**src/rtl/opsz_pkg.sv**
```systemverilog
package opsz_pkg;

    typedef enum logic [1:0] {
        SZ8  = 2'b00,
        SZ16 = 2'b01,
        SZ32 = 2'b10,
        SZ64 = 2'b11
    } size_e;

    typedef struct packed {
        logic def32;
        logic long_mode;
        logic opsz_pfx;
        logic adsz_pfx;
        logic rex_w;
        logic byte_form;
    } mode_t;

    localparam int unsigned BYTE_W = 8;
    localparam int unsigned HALF_W = 16;
    localparam int unsigned WORD_W = 32;

    // Legacy modes: a prefix flips the size away from the segment default.
    function automatic size_e legacy_size(logic def32, logic pfx);
        return (def32 ^ pfx) ? SZ32 : SZ16;
    endfunction

endpackage

```
**src/rtl/opsz_opsel.sv**
```systemverilog
module opsz_opsel
    import opsz_pkg::*;
(
    input  mode_t m,
    output size_e sz
);
    always_comb begin
        if (m.byte_form)
            sz = SZ8;
        else if (m.long_mode) begin
            if (m.rex_w)
                sz = SZ64;
            else if (m.opsz_pfx)
                sz = SZ16;
            else
                sz = SZ32;
        end else
            sz = legacy_size(m.def32, m.opsz_pfx);
    end
endmodule

```
**src/rtl/opsz_adsel.sv**
```systemverilog
module opsz_adsel
    import opsz_pkg::*;
(
    input  mode_t m,
    output size_e sz
);
    always_comb begin
        if (m.long_mode)
            sz = m.adsz_pfx ? SZ32 : SZ64;
        else
            sz = legacy_size(m.def32, m.adsz_pfx);
    end
endmodule

```
**src/rtl/opsz_merge.sv**
```systemverilog
module opsz_merge
    import opsz_pkg::*;
#(
    parameter int unsigned GPR_W = 64
) (
    input  size_e              sz,
    input  logic               long_mode,
    input  logic [GPR_W-1:0]   res,
    input  logic [GPR_W-1:0]   old,
    output logic [GPR_W-1:0]   merged
);
    localparam int unsigned UPPER_W = GPR_W - WORD_W;

    always_comb begin
        unique case (sz)
            SZ8:  merged = {old[GPR_W-1:BYTE_W], res[BYTE_W-1:0]};
            SZ16: merged = {old[GPR_W-1:HALF_W], res[HALF_W-1:0]};
            SZ32: merged = long_mode ? {{UPPER_W{1'b0}}, res[WORD_W-1:0]}
                                     : {old[GPR_W-1:WORD_W], res[WORD_W-1:0]};
            default: merged = res;
        endcase
    end
endmodule

```
**src/rtl/opsz_resolver.sv**
```systemverilog
module opsz_resolver
    import opsz_pkg::*;
#(
    parameter int unsigned GPR_W     = 64,
    parameter bit          MERGE_REG = 1'b1
) (
    input  logic             clk,
    input  logic             rst,
    input  logic             cs_def32,
    input  logic             long_mode,
    input  logic             pfx_opsz,
    input  logic             pfx_adsz,
    input  logic             rex_w,
    input  logic             byte_form,
    input  logic             wb_valid,
    input  logic [GPR_W-1:0] wb_result,
    input  logic [GPR_W-1:0] wb_old,
    output logic [1:0]       op_size,
    output logic [1:0]       addr_size,
    output logic [GPR_W-1:0] wb_new,
    output logic             wb_new_valid
);
    mode_t             mode;
    size_e             op_sz;
    size_e             ad_sz;
    logic [GPR_W-1:0]  merged;

    always_comb begin
        mode.def32     = cs_def32;
        mode.long_mode = long_mode;
        mode.opsz_pfx  = pfx_opsz;
        mode.adsz_pfx  = pfx_adsz;
        mode.rex_w     = rex_w;
        mode.byte_form = byte_form;
    end

    opsz_opsel u_opsel (.m(mode), .sz(op_sz));
    opsz_adsel u_adsel (.m(mode), .sz(ad_sz));

    opsz_merge #(.GPR_W(GPR_W)) u_merge (
        .sz        (op_sz),
        .long_mode (long_mode),
        .res       (wb_result),
        .old       (wb_old),
        .merged    (merged)
    );

    assign op_size   = op_sz;
    assign addr_size = ad_sz;

    generate
        if (MERGE_REG) begin : g_reg
            logic [GPR_W-1:0] new_q;
            logic             vld_q;
            always_ff @(posedge clk) begin
                if (rst) begin
                    new_q <= '0;
                    vld_q <= 1'b0;
                end else begin
                    vld_q <= wb_valid;
                    if (wb_valid)
                        new_q <= merged;
                end
            end
            assign wb_new       = new_q;
            assign wb_new_valid = vld_q;

            p_low16_keep_r7: assert property (@(posedge clk) disable iff (rst)
                (wb_valid && op_size == SZ16) |=> (wb_new[GPR_W-1:16] == $past(wb_old[GPR_W-1:16])));
            p_long32_zext_r8: assert property (@(posedge clk) disable iff (rst)
                (wb_valid && long_mode && op_size == SZ32) |=> (wb_new[GPR_W-1:32] == '0));
            p_idle_hold_r9: assert property (@(posedge clk) disable iff (rst)
                !wb_valid |=> ($stable(wb_new) && !wb_new_valid));
        end else begin : g_comb
            assign wb_new       = merged;
            assign wb_new_valid = wb_valid;
        end
    endgenerate

    p_byte_form_r4: assert property (@(posedge clk) disable iff (rst)
        byte_form |-> (op_size == SZ8));
    p_wide_wins_r5: assert property (@(posedge clk) disable iff (rst)
        (long_mode && rex_w && !byte_form) |-> (op_size == SZ64));
    p_legacy_addr_r3: assert property (@(posedge clk) disable iff (rst)
        !long_mode |-> (addr_size == SZ16 || addr_size == SZ32));
    p_long_addr_r6: assert property (@(posedge clk) disable iff (rst)
        long_mode |-> (addr_size == (pfx_adsz ? SZ32 : SZ64)));
endmodule

```
**config.mk**
```make
export PLATFORM = sky130hd
export DESIGN_NAME = opsz_resolver
export DESIGN_NICKNAME = d
export VERILOG_FILES = /design/src/rtl/opsz_pkg.sv /design/src/rtl/opsz_opsel.sv /design/src/rtl/opsz_adsel.sv /design/src/rtl/opsz_merge.sv /design/src/rtl/opsz_resolver.sv
export SDC_FILE = /design/constraint.sdc
export NUM_CORES = 1
export LEC_CHECK = 0
export BUFFER_PORTS_ARGS = -buffer_cell sky130_fd_sc_hd__buf_2
export CORE_MARGIN = 2
export CORE_UTILIZATION = 47
export CTS_BUF_LIST = sky130_fd_sc_hd__clkbuf_4
export DETAILED_ROUTE_END_ITERATION = 10
export GPL_ROUTABILITY_DRIVEN = 0
export PLACE_DENSITY = 0.87
export SLEW_MARGIN = 10
export SYNTH_ARGS = -nofsm -noshare
export SYNTH_HDL_FRONTEND = slang
export SYNTH_HIERARCHICAL = 1
export SYNTH_SLANG_ARGS = --single-unit
export TNS_END_PERCENT = 50
```
**constraint.sdc**
```tcl
create_clock -name clk -period 4.5 [get_ports clk]
set_input_delay 0 -clock clk [delete_from_list [all_inputs] [get_ports clk]]
set_output_delay 0 -clock clk [all_outputs]
set_load 0.05 [all_outputs]
```
# Yosys cells after proc, flatten, opt, wreduce, memory -nomap -nowiden
# Cells that the tools add are included.
# Widths: inputs -> output; s select.
[totals] reg_bits=65 in_bits=137 output_inout_bits=69 wordCells=17
[classes] eq_ne=2 muxes=10 bitwise=2 reduce_logical=1
[op_table] cell="$pmux 64 s3" count=1
[op_table] cell="$mux 64" count=1
[op_table] cell="$mux 2" count=7
[op_table] cell="$eq 2x1->1 const B" count=1
[op_table] cell="$eq 2x2->1 const B" count=1
[op_table] cell="$logic_not 2->1" count=1
[op_table] cell="$xor 1x1->1" count=2
[op_table] cell="$mux 1" count=1

# Longest topological paths before layout
[logic_depth] depth_word=6 mapped_depth=10

# Cells and area by module
# Netlist, hierarchy kept.
[modules_own_cells] mod="opsz_resolver" n_inst=1 cells_per_inst=208 area_per_inst_um2=2311.0
[modules_own_cells] mod="opsz_merge" n_inst=1 cells_per_inst=76 area_per_inst_um2=706.9
[modules_own_cells] mod="opsz_opsel" n_inst=1 cells_per_inst=6 area_per_inst_um2=43.8
[modules_own_cells] mod="opsz_adsel" n_inst=1 cells_per_inst=4 area_per_inst_um2=37.5

# Worst setup path before layout
# OpenSTA, ideal clock, no wires.
[synth_timing] path_kind="input-to-reg" start="input cs_def32" end="register g_reg.new_q[32] (netlist: wb_new[32])" setup_time_ns=0.128 t_arrival_ns=2.505 required_time_ns=4.372 slack_ns=1.867 stages=8 n_path_buf=1 cell_sequence="nor2_2 > a211oi_1 > a211oi_1 > o21ai_1 > buf_2 > a22o_1 > mux2i_1 > nor2_1"
[synth_via] elab_chain_len=6
[synth_lines] element="from (decl)" line_no="opsz_resolver.sv:9" text="input logic cs_def32,"
[synth_lines] element="$xor 1x1->1 *" line_no="opsz_pkg.sv:25" text="return (def32 ^ pfx) ? SZ32 : SZ16;"
[synth_lines] element="$mux 2 *" line_no="opsz_pkg.sv:25"
[synth_lines] element="$mux 2 *" line_no="opsz_opsel.sv:10" text="else if (m.long_mode) begin"
[synth_lines] element="$mux 2 *" line_no="opsz_opsel.sv:8" text="if (m.byte_form)"
[synth_lines] element="net op_size[0]" line_no="opsz_resolver.sv:18" text="output logic [1:0] op_size,"
[synth_lines] element="$eq 2x2->1, or another cell as far along" line_no="opsz_merge.sv:15" text="unique case (sz)"
[synth_lines] element="$pmux 64 s3 *" line_no="opsz_merge.sv:15"
[synth_lines] element="net merged[32]" line_no="opsz_resolver.sv:26" text="logic [GPR_W-1:0] merged;"
[synth_lines] element="to (signal assigned)" line_no="opsz_resolver.sv:62" text="new_q <= merged;"
[synth_lines] element="to (decl)" line_no="opsz_resolver.sv:53" text="logic [GPR_W-1:0] new_q;"
# The timed path passes the listed nets; every way through them passes the cells marked *.
# A chain may end at the register's enable or synchronous reset.

# Worst setup path in the final report
[layout_timing] start="input long_mode" end="register g_reg.new_q[52] (netlist: wb_new[52])"
[layout_via] elab_chain_len=4
[layout_lines] element="from (decl)" line_no="opsz_resolver.sv:10" text="input logic long_mode,"
[layout_lines] element="$mux 2" line_no="opsz_opsel.sv:10"
[layout_lines] element="$mux 2" line_no="opsz_opsel.sv:8"
[layout_lines] element="$eq 2x2->1, or another cell as far along" line_no="opsz_merge.sv:15"
[layout_lines] element="$pmux 64 s3 *" line_no="opsz_merge.sv:15"
[layout_lines] element="net merged[52]" line_no="opsz_resolver.sv:26"
# Marked as above.

==> results list <==
- Timing would allow up to about 430 MHz.
- Dominant cell type by area after synthesis: dfxtp_1
* Power per standard cell area: around 290 nW/µm²
* Sinks on the clock net: 65
* Post-route DRC: 0
- Summing all non-filler instances in the final layout gives an area of between 5000 and 6000 µm².
* Proportion of synthesized chip area in sequential cells: 0.420
- For the worst setup path, the data arrival time is between 2 and 3 ns.
- Number of standard-cell rows in the floorplan: 29
- Before CTS, the worst setup slack after placement is ~2.3 ns.
- The startpoint identified for the worst hold timing path is wb_result[61].
- Antenna-violating nets left: 0
* First-pass GRT wire length: 17.9 mm
* # placed instances: between 500 and 600
- H-tree depth reported by CTS: 3
* Multi-input gate area: 1540 µm²
- The total area inside the core boundary comes to between 6000 and 7000 µm².
- Number of antenna violations at the first check in global routing: 0
- The worst hold path passes through 4 cells.
- Final critical-path required period: 2.34 ns
* Vias: about 3.5k
- Relative to the synthesized area, the layout overhead comes to 67.3%.
- Required time of the critical path: between 4 and 5 ns
* Die Width: approximately 85 µm
- For this configuration, the core starts out at a cell density of 0.488.
- Cell family with most CP delay: compound AO/OA/AOI/OAI gates
- After filler insertion, the fill cell instance count of the layout stands at about 380.
- The detailed router finished its first iteration with 118 violations.
* Non-filler cells, final: approximately 670
* Number of global-route vias before repair: 3733
- The worst setup path is captured at a flip-flop.
* Synthesized area per cell: 10.5 µm²
- Reg2reg setup slack: 3.69 ns
* Detailed-route wire length: 11.7 mm
* Share of the synthesized area in the top cell type: 0.420
- Overall overflow remaining after global route: 0
* Total cell area at the placement stage: a little under 4000 µm²
* Cell types occupying the most area after synthesis: dfxtp_1 42%, mux2i_1 21%, a22o_1 9.0%
* Biggest fanout along the worst timing path: 18
* Maximum number of pins on one net before global-route repair: between 60 and 70
- The first detailed-routing pass took 7 iterations.
- Die area: around 7300 µm²
* CP startpoint kind: input pin
* Pleak: 2.73 nW
- Yosys printed 6 warnings.
- The library cells used most frequently in the layout, excluding fill and tap cells, are 196 x buf_2, 113 x dlygate4sd3_1, 65 x dfxtp_1.
- Number of buffers inserted during clock tree synthesis: 9
* Synthesized cell area: ~3100 µm²
- Hold timing on the final database bottoms out at a slack of approximately 0.0093 ns.
- Worst path bufs/invs: 3
* Master of the slowest instance on the critical path: dlygate4sd3_1
- Placed wire-length estimate: 5.51 mm
* Clock input transition at the sequential cells of the worst setup and hold paths: 0.11 ns
- The completed layout was analyzed and its total power is around 1.5 mW.
* Total count of hold-check failures in the final report: 0
* List of cells traversed by the critical path: buf_2, nor2_2, a211oi_1, a211oi_1, o21ai_2, buf_4, a22o_1, dlygate4sd3_1, mux2i_1, nor2_1
* Worst Hold End: wb_new[61]$_SDFFE_PP0P_
* Number of endpoints failing setup at the final stage: 0
* Util after Layout: 0.817
* Crit share post-route: 0.520
- Antenna Cells: 0
* Insertion delay to the later sink of the worst-skew pair: roughly 0.4 ns
* Setup repair after global routing missed its margin: false
- The worst-case IR drop observed on VDD is roughly 0.23 mV.
- The root buffer cell chosen for the clock tree is clkbuf_4.
- The sequential cells in the finished layout cover a total of 1300 µm².
- Overall die height: between 80 and 90 µm
- Fraction of final layout cells sized beyond drive strength 1: 0.415
- Setup total negative slack on the finished layout was measured at 0 ns.
- Once routing completed, OpenROAD measured the worst setup slack at about 2.2 ns.
- After the last flow step, the layout net total stands at about 720.
- Input and output buffers added on the ports amount to between 150 and 200.
* Wire length per cell after detailed routing: ~17 µm
* Cell count after synthesis: 294
* Via count normalized by instance count: approximately 5.2
* All-layer global routing usage: 0.317
- Maximum single-stage delay on the critical path: ~0.55 ns
* Outcome: completed
* Count of unique library cells instantiated by Yosys: 22
- Number of synthesized register bits: between 60 and 70
* Hold WC Path Type: input pin to flip-flop
- Cell with the most instances on the worst path: a211oi_1
* Maxcap violations: 0
- TritonCTS built the clock tree.
- Leaving out fill and tap cells, the most frequent cell in the layout is buf_2.
- 206 I/O pins were placed.
- The startpoint identified for the worst register-to-register timing path is wb_new[2]$_SDFFE_PP0P_.
- Kind of critical path: input pin to flip-flop
* FF-to-FF path depth: 2
* Least-Margin Pin Slew: 1.14 ns
- The worst register-to-register path ends at wb_new[2]$_SDFFE_PP0P_.
* Number of max-slew violations in the final report: 0
- Number of buffers added for setup after CTS: 0
* Syn nets: roughly 430
- Clock skew on the completed layout was measured at 0 ns.
- Max Buffers Root-to-Sink: 2
* Max-Slew Margin vs Limit: 0.238
[where the power goes]
part	leakage [nW]	switching [mW]	total [mW]	internal, mW
clock	0.0708	0.209	0.338	0.129
combinational	2.13	0.303	0.543	0.240
sequential	0.536	0.0220	0.637	0.615
[registers in the layout, summed over array words and instances, names as in the netlist]
signal and cells:
wb_new_valid 1, wb_new 64
[kinds of logic after synthesis]
kind of cell,Yosys count,share of synthesized area
multiplexers,88,0.294
AND/OR/NAND/NOR,71,0.0945
flip-flops,65,0.420
AO/OA/AOI/OAI,37,0.103
buffers and inverters,31,0.0836
XOR/XNOR,2,0.00565
[synthesized netlist by cell type]
cell type  number
a211oi_1        2
and2_4          1
a22o_1         32
clkbuf_1        1
nor2b_4         1
buf_1           4
a21oi_1         1
nor2b_1         1
nand2b_1        1
o21ai_1         1
a211oi_2        1
mux2_2         24
buf_2           6
nor2_2          2
nor2_1         64
nor3_1          1
buf_6           6
xnor2_1         2
buf_8           5
mux2i_1        64
dfxtp_1        65
buf_4           9
[worst reg2reg max path, delay by kind of cell (launching register included)]
family,cells,cell delay [ns]
AND/OR/NAND/NOR,1,0.10
multiplexers,1,0.22
flip-flops,1,0.33
[cell type report]
| class | instances | share of cell area |
|---|---|---|
| multi-input cells | 198 | 0.298 |
| clock inverters | 4 | 0.00386 |
| flip-flops and latches | 65 | 0.251 |
| clock buffers | 12 | 0.0174 |
| well taps | 77 | 0.0186 |
| repair buffers | 312 | 0.412 |
[what timing repair did]
| action | in CTS | in global routing |
|---|---|---|
| resized for setup | 0 | 0 |
| endpoints found under the hold margin | 60 | 1 |
| hold buffers | 111 | 2 |
[metal layers]
layer	share of wire	track usage	vias up
met4	0.040	0.152	0
met5	0	0	-
li1	-	-	1611
met1	0.35	0.312	1640
met3	0.070	0.0788	46
met2	0.54	0.611	191
[worst max path at each step]
stage | startpoint | to | slack, ns | cells past startpoint
finish | long_mode | wb_new[52]$_SDFFE_PP0P_ | 2.16 | 10
floorplan | cs_def32 | wb_new[32]$_SDFFE_PP0P_ | 1.87 | 8
CTS | long_mode | wb_new[60]$_SDFFE_PP0P_ | 2.21 | 10
detailed placement | long_mode | wb_new[53]$_SDFFE_PP0P_ | 2.35 | 9
global placement | long_mode | wb_new[61]$_SDFFE_PP0P_ | 2.49 | 9
global route | long_mode | wb_new[59]$_SDFFE_PP0P_ | 2.04 | 10
(Power assumes the default switching activity.)
